File: config.mk
export PLATFORM = sky130hd
export DESIGN_NAME = grp_issue_sched
export DESIGN_NICKNAME = d
export VERILOG_FILES = /design/src/rtl/gis_pkg.sv /design/src/rtl/gis_wait_fifo.sv /design/src/rtl/gis_rr_arbiter.sv /design/src/rtl/gis_ctx_table.sv /design/src/rtl/grp_issue_sched.sv
export SDC_FILE = /design/constraint.sdc
export NUM_CORES = 2
export LEC_CHECK = 0
export BUFFER_PORTS_ARGS = -buffer_cell sky130_fd_sc_hd__buf_2
export CORE_ASPECT_RATIO = 0.8
export CORE_MARGIN = 2
export CORE_UTILIZATION = 45
export CTS_CLUSTER_DIAMETER = 40
export DETAILED_ROUTE_END_ITERATION = 10
export GPL_TIMING_DRIVEN = 1
export PLACE_DENSITY = 0.57
export SYNTH_ARGS = -nofsm -noshare
export SYNTH_HDL_FRONTEND = slang
export SYNTH_SLANG_ARGS = --single-unit
export TNS_END_PERCENT = 10
File: constraint.sdc
create_clock -name clk -period 38 [get_ports clk]
set_input_delay 11.4 -clock clk [delete_from_list [all_inputs] [get_ports clk]]
set_output_delay 11.4 -clock clk [all_outputs]
set_load 0.01 [all_outputs]
File: src/rtl/gis_pkg.sv
package gis_pkg;
  localparam int unsigned PC_W   = 10;
  localparam int unsigned POS_W  = 8;
  localparam int unsigned BANK_W = 2;
  localparam int unsigned LANES  = 4;

  typedef struct packed {
    logic [PC_W-1:0]   pc;
    logic [POS_W-1:0]  x;
    logic [POS_W-1:0]  y;
    logic [BANK_W-1:0] bank;
    logic [LANES-1:0]  live;
  } ctx_t;
endpackage

File: src/rtl/gis_wait_fifo.sv
module gis_wait_fifo #(
  parameter int unsigned DEPTH = 48,
  parameter int unsigned W     = 6
) (
  input  logic         clk,
  input  logic         rst_n,
  input  logic         push,
  input  logic [W-1:0] push_data,
  input  logic         pop,
  output logic [W-1:0] head,
  output logic         empty
);
  localparam int unsigned PTR_W = (DEPTH > 1) ? $clog2(DEPTH) : 1;
  localparam int unsigned CNT_W = $clog2(DEPTH + 1);
  localparam logic [PTR_W-1:0] LAST = PTR_W'(DEPTH - 1);

  logic [W-1:0]     mem_q [DEPTH];
  logic [PTR_W-1:0] wr_q, wr_d, rd_q, rd_d;
  logic [CNT_W-1:0] cnt_q, cnt_d;
  logic             full;

  always_comb begin
    wr_d  = wr_q;
    rd_d  = rd_q;
    cnt_d = cnt_q;
    if (push) wr_d = (wr_q == LAST) ? '0 : wr_q + PTR_W'(1);
    if (pop)  rd_d = (rd_q == LAST) ? '0 : rd_q + PTR_W'(1);
    if (push && !pop)      cnt_d = cnt_q + CNT_W'(1);
    else if (pop && !push) cnt_d = cnt_q - CNT_W'(1);
  end

  always_ff @(posedge clk or negedge rst_n) begin
    if (!rst_n) begin
      wr_q  <= '0;
      rd_q  <= '0;
      cnt_q <= '0;
    end else begin
      wr_q  <= wr_d;
      rd_q  <= rd_d;
      cnt_q <= cnt_d;
    end
  end

  always_ff @(posedge clk) begin
    if (push) mem_q[wr_q] <= push_data;
  end

  assign head  = mem_q[rd_q];
  assign empty = (cnt_q == '0);
  assign full  = (cnt_q == CNT_W'(DEPTH));

  // queue never written beyond its depth nor read while empty
  p_no_overflow_r4: assert property (@(posedge clk) disable iff (!rst_n)
    !(push && full && !pop));
  p_no_underflow_r4: assert property (@(posedge clk) disable iff (!rst_n)
    !(pop && empty));
endmodule

File: src/rtl/gis_rr_arbiter.sv
module gis_rr_arbiter #(
  parameter int unsigned N = 20
) (
  input  logic                 clk,
  input  logic                 rst_n,
  input  logic [N-1:0]         req,
  output logic                 gnt_valid,
  output logic [$clog2(N)-1:0] gnt_idx
);
  localparam int unsigned IDX_W = $clog2(N);
  localparam logic [IDX_W-1:0] LAST = IDX_W'(N - 1);

  logic [IDX_W-1:0] ptr_q, ptr_d;
  logic [N-1:0]     gnt;

  always_comb begin
    gnt_valid = 1'b0;
    gnt_idx   = '0;
    gnt       = '0;
    for (int unsigned i = 0; i < N; i++) begin
      int unsigned s;
      s = int'(ptr_q) + i;
      if (s >= N) s = s - N;
      if (!gnt_valid && req[s]) begin
        gnt_valid = 1'b1;
        gnt_idx   = IDX_W'(s);
      end
    end
    if (gnt_valid) gnt[gnt_idx] = 1'b1;
  end

  always_comb begin
    ptr_d = ptr_q;
    if (gnt_valid) ptr_d = (gnt_idx == LAST) ? '0 : gnt_idx + IDX_W'(1);
  end

  always_ff @(posedge clk or negedge rst_n) begin
    if (!rst_n) ptr_q <= '0;
    else        ptr_q <= ptr_d;
  end

  // single grant, and the pointer slot wins whenever it requests
  p_grant_onehot_r5: assert property (@(posedge clk) disable iff (!rst_n)
    $onehot0(gnt));
  p_rr_start_r5: assert property (@(posedge clk) disable iff (!rst_n)
    req[ptr_q] |-> (gnt_valid && gnt_idx == ptr_q));
  // a grant only ever lands on a requesting slot
  p_grant_on_req_r6: assert property (@(posedge clk) disable iff (!rst_n)
    gnt_valid |-> req[gnt_idx]);
  // no grant only when nobody requests
  p_idle_r11: assert property (@(posedge clk) disable iff (!rst_n)
    !gnt_valid |-> (req == '0));
endmodule

File: src/rtl/gis_ctx_table.sv
module gis_ctx_table
  import gis_pkg::*;
#(
  parameter int unsigned NUM_CTX = 48,
  parameter int unsigned GID_W   = $clog2(NUM_CTX)
) (
  input  logic               clk,
  input  logic               rst_n,
  input  logic               alloc,
  input  ctx_t               alloc_ctx,
  output logic [GID_W-1:0]   alloc_gid,
  output logic               any_free,
  output logic [NUM_CTX-1:0] used,
  input  logic [GID_W-1:0]   rd_gid,
  output ctx_t               rd_ctx,
  input  logic               pc_wr,
  input  logic [GID_W-1:0]   pc_gid,
  input  logic [PC_W-1:0]    pc_val,
  input  logic               dn_valid,
  input  logic [GID_W-1:0]   dn_gid,
  input  logic [LANES-1:0]   dn_mask,
  output logic               dn_last
);
  ctx_t               ctx_q [NUM_CTX];
  ctx_t               ctx_d [NUM_CTX];
  logic [NUM_CTX-1:0] ctx_en, use_q, use_d;
  logic [LANES-1:0]   dn_live;

  always_comb begin
    alloc_gid = '0;
    for (int g = NUM_CTX - 1; g >= 0; g--) begin
      if (!use_q[g]) alloc_gid = GID_W'(g);
    end
  end

  assign any_free = ~&use_q;
  assign used     = use_q;
  assign rd_ctx   = ctx_q[rd_gid];
  assign dn_live  = ctx_q[dn_gid].live & ~dn_mask;
  assign dn_last  = dn_valid && (dn_live == '0);

  always_comb begin
    use_d  = use_q;
    ctx_en = '0;
    for (int g = 0; g < NUM_CTX; g++) ctx_d[g] = ctx_q[g];
    if (pc_wr && use_q[pc_gid]) begin
      ctx_d[pc_gid].pc = pc_val;
      ctx_en[pc_gid]   = 1'b1;
    end
    if (dn_valid) begin
      ctx_d[dn_gid].live = dn_live;
      ctx_en[dn_gid]     = 1'b1;
      if (dn_live == '0) use_d[dn_gid] = 1'b0;
    end
    if (alloc) begin
      ctx_d[alloc_gid]  = alloc_ctx;
      ctx_en[alloc_gid] = 1'b1;
      use_d[alloc_gid]  = 1'b1;
    end
  end

  always_ff @(posedge clk or negedge rst_n) begin
    if (!rst_n) use_q <= '0;
    else        use_q <= use_d;
  end

  always_ff @(posedge clk) begin
    for (int g = 0; g < NUM_CTX; g++) begin
      if (ctx_en[g]) ctx_q[g] <= ctx_d[g];
    end
  end

  // an accepted spawn occupies its ID from the next edge on
  p_alloc_marks_r2: assert property (@(posedge clk) disable iff (!rst_n)
    alloc |=> use_q[$past(alloc_gid)]);
  // exits reaching the table name only in-use contexts
  p_exit_on_used_r10: assert property (@(posedge clk) disable iff (!rst_n)
    dn_valid |-> use_q[dn_gid]);
  // the final exit releases the ID
  p_free_on_last_r9: assert property (@(posedge clk) disable iff (!rst_n)
    dn_last |=> !use_q[$past(dn_gid)]);
endmodule

File: src/rtl/grp_issue_sched.sv
module grp_issue_sched
  import gis_pkg::*;
#(
  parameter int unsigned NUM_CTX   = 48,
  parameter int unsigned NUM_SLOTS = 20,
  parameter int unsigned GID_W     = $clog2(NUM_CTX)
) (
  input  logic               clk,
  input  logic               rst_n,
  input  logic               spawn_valid,
  output logic               spawn_ready,
  output logic [GID_W-1:0]   spawn_gid,
  input  logic [PC_W-1:0]    spawn_pc,
  input  logic [POS_W-1:0]   spawn_x,
  input  logic [POS_W-1:0]   spawn_y,
  input  logic [BANK_W-1:0]  spawn_bank,
  input  logic [NUM_CTX-1:0] stall_vec,
  input  logic               exit_valid,
  input  logic [GID_W-1:0]   exit_gid,
  input  logic [LANES-1:0]   exit_mask,
  input  logic               pc_wr_valid,
  input  logic [GID_W-1:0]   pc_wr_gid,
  input  logic [PC_W-1:0]    pc_wr_pc,
  output logic               issue_valid,
  output logic [GID_W-1:0]   issue_gid,
  output logic [PC_W-1:0]    issue_pc,
  output logic [POS_W-1:0]   issue_x,
  output logic [POS_W-1:0]   issue_y,
  output logic [BANK_W-1:0]  issue_bank,
  output logic [LANES-1:0]   issue_live
);
  localparam int unsigned SLOT_W = (NUM_SLOTS > 1) ? $clog2(NUM_SLOTS) : 1;
  localparam logic [GID_W:0] CTX_LIM = (GID_W + 1)'(NUM_CTX);

  // reset: asserted asynchronously, released on the clock
  logic [1:0] rst_sync_q;
  logic       rst_i;
  always_ff @(posedge clk or negedge rst_n) begin
    if (!rst_n) rst_sync_q <= '0;
    else        rst_sync_q <= {rst_sync_q[0], 1'b1};
  end
  assign rst_i = rst_sync_q[1];

  logic [NUM_SLOTS-1:0] slot_v_q, slot_v_d;
  logic [GID_W-1:0]     slot_gid_q [NUM_SLOTS];
  logic [NUM_SLOTS-1:0] req, ex_hit;
  logic [SLOT_W-1:0]    prom_slot, gnt_idx;
  logic                 slot_free_any, promote, gnt_valid;
  logic                 fifo_empty, spawn_fire, ex_act, pc_act, dn_last;
  logic [GID_W-1:0]     fifo_head, alloc_gid;
  logic [NUM_CTX-1:0]   used;
  ctx_t                 new_ctx, rd_ctx;

  genvar s;
  generate
    for (s = 0; s < NUM_SLOTS; s++) begin : g_slot
      assign req[s]    = slot_v_q[s] && !stall_vec[slot_gid_q[s]];
      assign ex_hit[s] = slot_v_q[s] && (slot_gid_q[s] == exit_gid);
    end
  endgenerate

  assign ex_act     = exit_valid && ({1'b0, exit_gid} < CTX_LIM) && (|ex_hit);
  assign pc_act     = pc_wr_valid && ({1'b0, pc_wr_gid} < CTX_LIM);
  assign spawn_fire = spawn_valid && spawn_ready;
  assign spawn_gid  = alloc_gid;
  assign new_ctx    = '{pc: spawn_pc, x: spawn_x, y: spawn_y,
                        bank: spawn_bank, live: '1};

  always_comb begin
    prom_slot     = '0;
    slot_free_any = 1'b0;
    for (int i = NUM_SLOTS - 1; i >= 0; i--) begin
      if (!slot_v_q[i]) begin
        prom_slot     = SLOT_W'(i);
        slot_free_any = 1'b1;
      end
    end
  end

  assign promote = !fifo_empty && slot_free_any;

  always_comb begin
    slot_v_d = slot_v_q;
    if (ex_act && dn_last) slot_v_d = slot_v_q & ~ex_hit;
    if (promote) slot_v_d[prom_slot] = 1'b1;
  end

  always_ff @(posedge clk or negedge rst_i) begin
    if (!rst_i) slot_v_q <= '0;
    else        slot_v_q <= slot_v_d;
  end

  always_ff @(posedge clk) begin
    if (promote) slot_gid_q[prom_slot] <= fifo_head;
  end

  gis_wait_fifo #(.DEPTH(NUM_CTX), .W(GID_W)) u_queue (
    .clk       (clk),
    .rst_n     (rst_i),
    .push      (spawn_fire),
    .push_data (alloc_gid),
    .pop       (promote),
    .head      (fifo_head),
    .empty     (fifo_empty)
  );

  gis_rr_arbiter #(.N(NUM_SLOTS)) u_arb (
    .clk       (clk),
    .rst_n     (rst_i),
    .req       (req),
    .gnt_valid (gnt_valid),
    .gnt_idx   (gnt_idx)
  );

  gis_ctx_table #(.NUM_CTX(NUM_CTX), .GID_W(GID_W)) u_ctx (
    .clk       (clk),
    .rst_n     (rst_i),
    .alloc     (spawn_fire),
    .alloc_ctx (new_ctx),
    .alloc_gid (alloc_gid),
    .any_free  (spawn_ready),
    .used      (used),
    .rd_gid    (issue_gid),
    .rd_ctx    (rd_ctx),
    .pc_wr     (pc_act),
    .pc_gid    (pc_wr_gid),
    .pc_val    (pc_wr_pc),
    .dn_valid  (ex_act),
    .dn_gid    (exit_gid),
    .dn_mask   (exit_mask),
    .dn_last   (dn_last)
  );

  assign issue_valid = gnt_valid;
  assign issue_gid   = slot_gid_q[gnt_idx];
  assign issue_pc    = rd_ctx.pc;
  assign issue_x     = rd_ctx.x;
  assign issue_y     = rd_ctx.y;
  assign issue_bank  = rd_ctx.bank;
  assign issue_live  = rd_ctx.live;

  // active slots never outnumber live contexts
  p_active_bound_r3: assert property (@(posedge clk) disable iff (!rst_i)
    $countones(slot_v_q) <= $countones(used));
  // a waiting group fills a free slot at the next edge
  p_refill_r4: assert property (@(posedge clk) disable iff (!rst_i)
    (promote && !(ex_act && dn_last)) |=>
      ($countones(slot_v_q) == $past($countones(slot_v_q)) + 1));
  // a stalled group is never presented to fetch
  p_issue_skip_stall_r6: assert property (@(posedge clk) disable iff (!rst_i)
    issue_valid |-> !stall_vec[issue_gid]);
  // the issued ID always names a live context
  p_issue_live_r12: assert property (@(posedge clk) disable iff (!rst_i)
    issue_valid |-> used[issue_gid]);
  // back-pressure only with every ID taken
  p_backpressure_r2: assert property (@(posedge clk) disable iff (!rst_i)
    !spawn_ready |-> (&used));
endmodule

## After elaboration in Yosys (flattened, before gate mapping)

Memories as Yosys holds them, arrays and structs flattened.
Cells that the tools add are included.

| storage, ports and cells | value |
|---|---|
| bits in registers | 93 |
| bits in latches | 0 |
| RAM bits | 1944 |
| memory bits (read-only) | 0 |
| input bits | 107 |
| output and inout port bits | 46 |
| word-level logic and storage cells | 653 |
| memories | 3 |

| cells by class | value |
|---|---|
| add/subtract/negate cells | 44 |
| multipliers | 0 |
| divide/modulo/power cells | 0 |
| $lt $le $gt $ge | 76 |
| eq/ne operators | 23 |
| shift operators | 0 |
| multiplexer cells | 363 |
| bitwise gates (word level) | 13 |
| reduce and logical (&&, ||, !) cells | 124 |

Memory list:

| name | words | width | read ports | clocked after Yosys merged registers in | wr ports | RTL line | text |
|---|---|---|---|---|---|---|---|
| u_ctx.ctx_q | 48 | 32 | 50 | 0 | 48 | gis_ctx_table.sv:24 | `ctx_t ctx_q [NUM_CTX];` |
| u_queue.mem_q | 48 | 6 | 1 | 0 | 1 | gis_wait_fifo.sv:17 | `logic [W-1:0] mem_q [DEPTH];` |
| slot_gid_q | 20 | 6 | 21 | 0 | 1 | grp_issue_sched.sv:45 | `logic [GID_W-1:0] slot_gid_q [NUM_SLOTS];` |

Operators by type and width:

| kind | number |
|---|---|
| 1536-bit bitwise mux | 3 |
| 1536-bit 2-to-1 mux | 3 |
| 32-bit 2-to-1 mux | 22 |
| 32-bit by 6-bit less-than comparator with 1-bit output (second input constant) | 20 |
| 32-bit by 5-bit >= comparator with 1-bit output (second input constant) | 19 |
| 32-bit by 5-bit subtractor with 32-bit output (second input constant) | 19 |
| 32-bit demux with 6-bit select | 3 |
| 6-bit 2-to-1 mux | 52 |
| 48-bit 2-to-1 mux | 6 |
| 5-bit 2-to-1 mux | 41 |
| 1-bit 2-to-1 mux | 185 |
| 6-bit by 7-bit less-than comparator with 1-bit output (second input constant) | 23 |
| 48-bit OR | 3 |
| 1-bit binary-select mux with 6-bit select | 21 |
| 6-bit == test | 20 |
| 1-bit binary-select mux with 5-bit select | 20 |
| 1-bit logical AND | 76 |
| 5-bit by 4-bit adder with 6-bit output (second input constant) | 8 |
| 48-bit AND | 1 |
| 48-bit NOT | 1 |
| 48-bit AND reduction | 1 |
| 1-bit logical NOT | 43 |
| 20-bit 2-to-1 mux | 2 |
| 5-bit by 3-bit adder with 6-bit output (second input constant) | 4 |
| 29 further kinds | 47 |

## Longest topological paths before layout

An unclocked memory read counts as a cell.

| logic depth | value |
|---|---|
| word-level depth | 67 |
| mapped depth | 43 |
| mapped depth without buffers | 30 |

## Cells and area by module

Synthesis repeated with hierarchy kept, for this count alone.

| unflattened totals | value |
|---|---|
| cells, all modules | 9211 |
| area total of the unflattened synthesis | 121487.8 µm² |

By module, submodules not included:

| module | times used | cells an instance | area an instance (µm²) | seq. area each (µm²) |
|---|---|---|---|---|
| gis_ctx_table | 1 | 6514 | 84312.1 | 47325.4 |
| grp_issue_sched | 1 | 1178 | 18228.7 | 6316.1 |
| gis_wait_fifo | 1 | 613 | 12205.5 | 9098.7 |
| gis_rr_arbiter | 1 | 906 | 6741.5 | 125.1 |

## Least setup slack after synthesis

No wires, ideal clock.

| path | value |
|---|---|
| path type | input port to output port |
| from | input stall_vec[1] |
| to | output issue_bank[1] |
| arrival | 18.095 ns |
| setup slack | 8.505 ns |
| stages | 28 |
| path buffers | 6 |
| cells stage by stage | buf_2 clkbuf_1 mux2i_1 mux4_2 a21oi_1 nand4_1 a22o_1 mux4_2 a211oi_1 nand2_1 nor4_4 nand3_2 buf_4 a211o_1 o21a_1 nor4_1 and2_1 buf_4 inv_2 buf_4 a211oi_1 a31oi_1 a221oi_1 nand3b_1 clkbuf_1 a211oi_1 a2111o_1 o41ai_2 |

| between the ends | value |
|---|---|
| cells in the longest elaborated chain, start to end | 66 |
| elaborated cells between the ends (all ways) | 199 |
| classes of those cells | mux: 119; reduce/logical: 78; memory: 2 |

RTL lines:

| element | RTL line | text |
|---|---|---|
| start, declared | grp_issue_sched.sv:17 | `input logic [NUM_CTX-1:0] stall_vec,` |
| 1-bit binary-select mux with 6-bit select | grp_issue_sched.sv:57 | `assign req[s] = slot_v_q[s] && !stall_vec[slot_gid_q[s]];` |
| 1-bit 2-to-1 mux (not written as such) | grp_issue_sched.sv:57 |  |
| 1-bit logical NOT | grp_issue_sched.sv:57 |  |
| 1-bit logical AND | grp_issue_sched.sv:57 |  |
| 1-bit binary-select mux with 5-bit select | gis_rr_arbiter.sv:24 | `if (!gnt_valid && req[s]) begin` |
| 1-bit 2-to-1 mux (not written as such) | gis_rr_arbiter.sv:24 |  |
| 1-bit 2-to-1 mux | gis_rr_arbiter.sv:24 |  |
| 1-bit logical NOT | gis_rr_arbiter.sv:24 |  |
| (+51 left out) | -- |  |
| 1-bit logical AND | gis_rr_arbiter.sv:24 |  |
| 1-bit 2-to-1 mux | gis_rr_arbiter.sv:24 |  |
| 1-bit logical NOT | gis_rr_arbiter.sv:24 |  |
| 1-bit logical AND | gis_rr_arbiter.sv:24 |  |
| 5-bit 2-to-1 mux (*) | gis_rr_arbiter.sv:24 |  |
| memory 20 x 6 bit (*) | -- |  |
| net issue_gid[4] | grp_issue_sched.sv:25 | `output logic [GID_W-1:0] issue_gid,` |
| memory 48 x 32 bit (*) | -- |  |
| end, declared | grp_issue_sched.sv:29 | `output logic [BANK_W-1:0] issue_bank,` |

The timed path passes the listed nets; every way through them passes the cells marked *. The select of a mux whose other input is x is not followed.

## Final worst setup path

| path | value |
|---|---|
| from | input stall_vec[32] |
| to | output issue_live[2] |

| between the ends | value |
|---|---|
| cells in the longest elaborated chain, start to end | 66 |
| elaborated cells between the ends (all ways) | 199 |
| classes of those cells | mux: 119; reduce/logical: 78; memory: 2 |

RTL lines:

| element | RTL line | text |
|---|---|---|
| 1-bit binary-select mux with 6-bit select | grp_issue_sched.sv:57 |  |
| 1-bit 2-to-1 mux (not written as such) | grp_issue_sched.sv:57 |  |
| 1-bit logical NOT | grp_issue_sched.sv:57 |  |
| 1-bit logical AND | grp_issue_sched.sv:57 |  |
| 1-bit binary-select mux with 5-bit select | gis_rr_arbiter.sv:24 |  |
| 1-bit 2-to-1 mux (not written as such) | gis_rr_arbiter.sv:24 |  |
| 1-bit 2-to-1 mux | gis_rr_arbiter.sv:24 |  |
| 1-bit logical NOT | gis_rr_arbiter.sv:24 |  |
| (+50 left out) | -- |  |
| 1-bit logical NOT | gis_rr_arbiter.sv:24 |  |
| 1-bit logical AND | gis_rr_arbiter.sv:24 |  |
| 1-bit 2-to-1 mux | gis_rr_arbiter.sv:24 |  |
| 1-bit logical NOT | gis_rr_arbiter.sv:24 |  |
| 1-bit logical AND | gis_rr_arbiter.sv:24 |  |
| 5-bit 2-to-1 mux (*) | gis_rr_arbiter.sv:24 |  |
| memory 20 x 6 bit (*) | -- |  |
| memory 48 x 32 bit (*) | -- |  |
| end, declared | grp_issue_sched.sv:30 | `output logic [LANES-1:0] issue_live` |

Mark *: on every way between the ends. The rest lies on a longest branch, timed or not. The select of a mux whose other input is x is not followed.

==> results.sh <==
export IMPL_detail_route_drc_violations=0
export IMPL_clock_sink_count=2057
export IMPL_whs_endpoint="rst_sync_q[1]"
export IMPL_fmax_mhz=27.78
export IMPL_min_delay_path_depth=0
export IMPL_clock_path_buffers=4
export IMPL_antenna_violating_nets_post_route=0
export IMPL_worst_endpoint_required_ns=26.60
export IMPL_postRouteWirelength_mm=482.1
export IMPL_die_width_um=581.2
export IMPL_cts_tree="built"
export IMPL_first_global_vias=86540
export IMPL_relSlewSlack=-0.08844
export IMPL_clock_root_buffer="sky130_fd_sc_hd__clkbuf_16"
export IMPL_synth_async_reset_ratio=0.04521
export IMPL_run_status="finished, violations left"
export IMPL_synth_top_area_frac=0.4918
export IMPL_worst_slew_pin_slew_ns=1.622
export IMPL_ctsResizeCount=0
export IMPL_synth_sequential_area_ratio=0.5112
export IMPL_post_synth_top_count_cell="sky130_fd_sc_hd__edfxtp_1"
export IMPL_initial_standard_cell_utilization_of_the_core=0.4523
export IMPL_fp_dieArea_um2=270700
export IMPL_post_synth_cell_area_avg_um2=11.33
export IMPL_worstSetupPathType="in2out"
export IMPL_pin_count_of_the_biggest_net_entering_global_routing=120
export IMPL_reg2reg_to="u_arb.ptr_q[4]"
export IMPL_synthDistinctLibCells=104
export IMPL_total_of_warnings_raised_by_yosys=0
export IMPL_drv_max_cap_violation_count=4
export IMPL_gr_total_overflow=0
export IMPL_reg2reg_from="u_arb.ptr_q[2]"
export IMPL_slowest_stage="sky130_fd_sc_hd__a41oi_1"
export IMPL_final_layout_size_suffix_gt1_frac=0.1438
export IMPL_synth_edf_count=1964
export IMPL_report_final_setup_viol=0
export IMPL_drtPass1Iterations=7
export IMPL_fin_worst_hold_slack_ns=0.3559
export IMPL_placeable_core_region_um2=265200
export IMPL_postSynthCellCount=10590
export IMPL_crit_path_max_fanout=84
export IMPL_synth_ff_latch_count=2057
export IMPL_die_y_um=465.7
export IMPL_portBuffers=152
export IMPL_number_of_drc_markers_in_iteration_0=15640
export IMPL_post_synth_instance_area_um2=119900
export IMPL_regToRegSetupSlack_ns=28.28
export IMPL_critical_path_top_delay_family="compound AO/OA/AOI/OAI gates"
export IMPL_worst_setup_path_end_kind="output pin"
export IMPL_dp_final_hpwl_mm=323.2
export IMPL_holdBufCountCts=0
export IMPL_detail_route_wl_per_cell_um=34.15
export IMPL_antenna_found_initial=46
export IMPL_place_gp_congestion=1.070
export IMPL_worstPathBufferInverterCount=6
export IMPL_grt_setup_unrepaired="false"
export IMPL_boundaryPins=153
export IMPL_cts_made_buffers=315
export IMPL_n_fill_cell=23200
export IMPL_timing_critical_path_arrival_ns=24.60
export IMPL_grtUsageTotal=0.3454
export IMPL_grt_first_pass_wirelength_mm=672.8
export IMPL_final_cell_area_um2=134400
export IMPL_via_count=93820
export IMPL_std_cell_rows=169
export IMPL_clk_latency_ns=0.90
export IMPL_layout_min_cycle_time_ns=36.00
export IMPL_area_growth_syn_to_layout_pct=12.07
export IMPL_rr_worst_depth=26
export IMPL_aggregate_negative_setup_slack_ns=0
export IMPL_place_area_um2=123700
export IMPL_report_final_hold_viol_count=0
export IMPL_timing_hold_worst_start="rst_sync_q[0]"
export IMPL_worst_setup_hold_path_clk_slew_ns=0.05
export IMPL_finalCoreUtilization=0.5069
export IMPL_nNetsFinal=10490
export IMPL_critical_path_max_stage_delay_ns=1.27
export IMPL_number_of_post_cts_setup_repair_buffers=0
export IMPL_failed_checks="max-capacitance violations, max-slew violations"
export IMPL_min_path_type="reg2reg"
export IMPL_vias_per_cell=6.646
export IMPL_timing_final_max_slew_violations=5
export IMPL_crit_path_start_kind="primary input"
export IMPL_cts_h_tree_lvls=5
export IMPL_final_period_utilization=0.9474
export IMPL_final_setup_skew_ns=0.07570
export IMPL_yosys_top_cells_area="sky130_fd_sc_hd__edfxtp_1 (49%), sky130_fd_sc_hd__mux2i_1 (11%), sky130_fd_sc_hd__mux4_2 (5.9%)"
export IMPL_postSynth_topFlopCell="sky130_fd_sc_hd__edfxtp_1"
export IMPL_yosys_top_cells_count="sky130_fd_sc_hd__edfxtp_1 (1964), sky130_fd_sc_hd__mux2i_1 (1332), sky130_fd_sc_hd__nand2_1 (1238)"
export IMPL_post_synth_top_area_cell="sky130_fd_sc_hd__edfxtp_1"
==> per-stage QoR <==
stage / worst slack (ns) / instances
after floorplan: 8.505 / 10610
after global placement: 2.949 / 13520
after detailed placement: 2.843 / 13520
after CTS: 2.815 / 14080
after global routing: 1.884 / 14100
final: 2.001 / 14120
==> sequential cells by signal (all words and copies together) (netlist names) <==
name,cells
u_arb.ptr_q,5
u_ctx.used,48
rst_sync_q,2
u_ctx.ctx_q,1536
slot_gid_q,140
u_queue.wr_q,6
u_queue.cnt_q,6
u_queue.mem_q,288
u_queue.rd_q,6
slot_v_q,20
==> cells by family (layout without fill, tap and decap cells) <==
| logic type | Yosys count | in the layout | share of synthesized area |
|---|---|---|---|
| other | 2 | 53 | 0.00006262 |
| AO/OA/AOI/OAI | 1767 | 1767 | 0.1028 |
| XOR/XNOR | 177 | 177 | 0.01293 |
| flip-flops | 2057 | 2057 | 0.5112 |
| multiplexers | 1735 | 1735 | 0.1784 |
| adder cells (fa/ha/maj) | 52 | 52 | 0.005550 |
| buffers and inverters | 1231 | 1205 | 0.04244 |
| AND/OR/NAND/NOR | 3565 | 3565 | 0.1467 |
==> worst max-delay path by stage <==
stage / start / endpoint / slack [ns] / cells past startpoint
6_report: stall_vec[32] / issue_live[2] / 2.00 / 27
5_1_grt: stall_vec[34] / issue_live[2] / 1.88 / 27
3_3_place_gp: stall_vec[21] / issue_live[2] / 2.95 / 28
4_1_cts: stall_vec[39] / issue_live[2] / 2.82 / 28
3_5_place_dp: stall_vec[39] / issue_live[2] / 2.84 / 28
2_1_floorplan: stall_vec[1] / issue_bank[1] / 8.50 / 28
==> placed cells by master, fill, tap and decap left out, types with 46 or more instances in the layout <==
master                      netlist  layout
sky130_fd_sc_hd__xor2_1          46      46
sky130_fd_sc_hd__a211oi_1        58      58
sky130_fd_sc_hd__nor2_1         433     418
sky130_fd_sc_hd__dfrtp_1         93      89
sky130_fd_sc_hd__o22ai_1        126     126
sky130_fd_sc_hd__a32oi_1        100     100
sky130_fd_sc_hd__nand4_1         87      87
sky130_fd_sc_hd__a22oi_1        222     222
sky130_fd_sc_hd__or3_1           46      46
sky130_fd_sc_hd__mux2_2          82      82
sky130_fd_sc_hd__clkbuf_16        0     321
sky130_fd_sc_hd__a31oi_1         70      66
sky130_fd_sc_hd__and3_1         144     144
sky130_fd_sc_hd__nor2b_1         56      55
sky130_fd_sc_hd__a21oi_1        342     337
sky130_fd_sc_hd__nand3_1        477     475
sky130_fd_sc_hd__edfxtp_1      1964    1964
sky130_fd_sc_hd__a22o_1          55      55
sky130_fd_sc_hd__o21ai_0        288     282
sky130_fd_sc_hd__xnor2_1        131     131
sky130_fd_sc_hd__mux4_2         313     313
sky130_fd_sc_hd__inv_6            0      51
sky130_fd_sc_hd__and2_1         787     784
sky130_fd_sc_hd__ha_1            50      50
sky130_fd_sc_hd__buf_4           43     320
sky130_fd_sc_hd__mux2i_1       1332    1332
sky130_fd_sc_hd__inv_1          145     138
sky130_fd_sc_hd__buf_2          211     152
sky130_fd_sc_hd__nand2_1       1238    1238
sky130_fd_sc_hd__nor3_1         118     109
==> per-layer routing <==
metal	up-vias	share of wire	wire length, µm	global-route usage
met1	47050	0.43	208400	0.5200
met2	6621	0.38	185500	0.4449
li1	39320	-	-	-
met3	809	0.15	73360	0.1425
met5	-	0.0011	540	0.007858
met4	18	0.030	14300	0.09948
==> final cells by class <==
| type | count | area (µm²) | area share |
|---|---|---|---|
| well taps | 3505 | 4385 | 0.03263 |
| flip-flops and latches | 2057 | 61310 | 0.4562 |
| multi-input cells | 7317 | 54150 | 0.4029 |
| clock buffers | 350 | 8162 | 0.06073 |
| clock inverters | 217 | 2440 | 0.01815 |
| inverters | 161 | 620.6 | 0.004617 |
| repair buffers | 477 | 3254 | 0.02421 |
| diodes | 32 | 80.08 | 0.0005958 |
==> worst register-to-register path: stages, from the launching register on <==
cell and delay [ns]:
sky130_fd_sc_hd__dfrtp_1 0.32, sky130_fd_sc_hd__buf_4 0.35, sky130_fd_sc_hd__clkinv_1 0.62, sky130_fd_sc_hd__ha_1 0.84, sky130_fd_sc_hd__clkinv_1 0.38, sky130_fd_sc_hd__ha_1 0.36
sky130_fd_sc_hd__o21a_1 0.12, sky130_fd_sc_hd__o21ai_0 0.54, sky130_fd_sc_hd__mux2i_1 0.45, sky130_fd_sc_hd__nor2_1 0.37, sky130_fd_sc_hd__o21ai_0 0.30, sky130_fd_sc_hd__a22oi_1 0.44
sky130_fd_sc_hd__o211ai_1 0.31, sky130_fd_sc_hd__nor4_4 0.21, sky130_fd_sc_hd__buf_4 0.26, sky130_fd_sc_hd__nand3_2 0.40, sky130_fd_sc_hd__a211o_1 0.39, sky130_fd_sc_hd__o21a_1 0.13
sky130_fd_sc_hd__nor4_2 0.40, sky130_fd_sc_hd__buf_4 0.27, sky130_fd_sc_hd__and2_1 0.74, sky130_fd_sc_hd__inv_2 0.59, sky130_fd_sc_hd__ha_1 0.43, sky130_fd_sc_hd__nand2_1 0.07
sky130_fd_sc_hd__nand2_1 0.05, sky130_fd_sc_hd__nand2_1 0.13, sky130_fd_sc_hd__o21ai_0 0.10
Power is left out: the tool's default activity adds up to more than one toggle a clock period on the data nets, which glitch-free logic cannot reach.
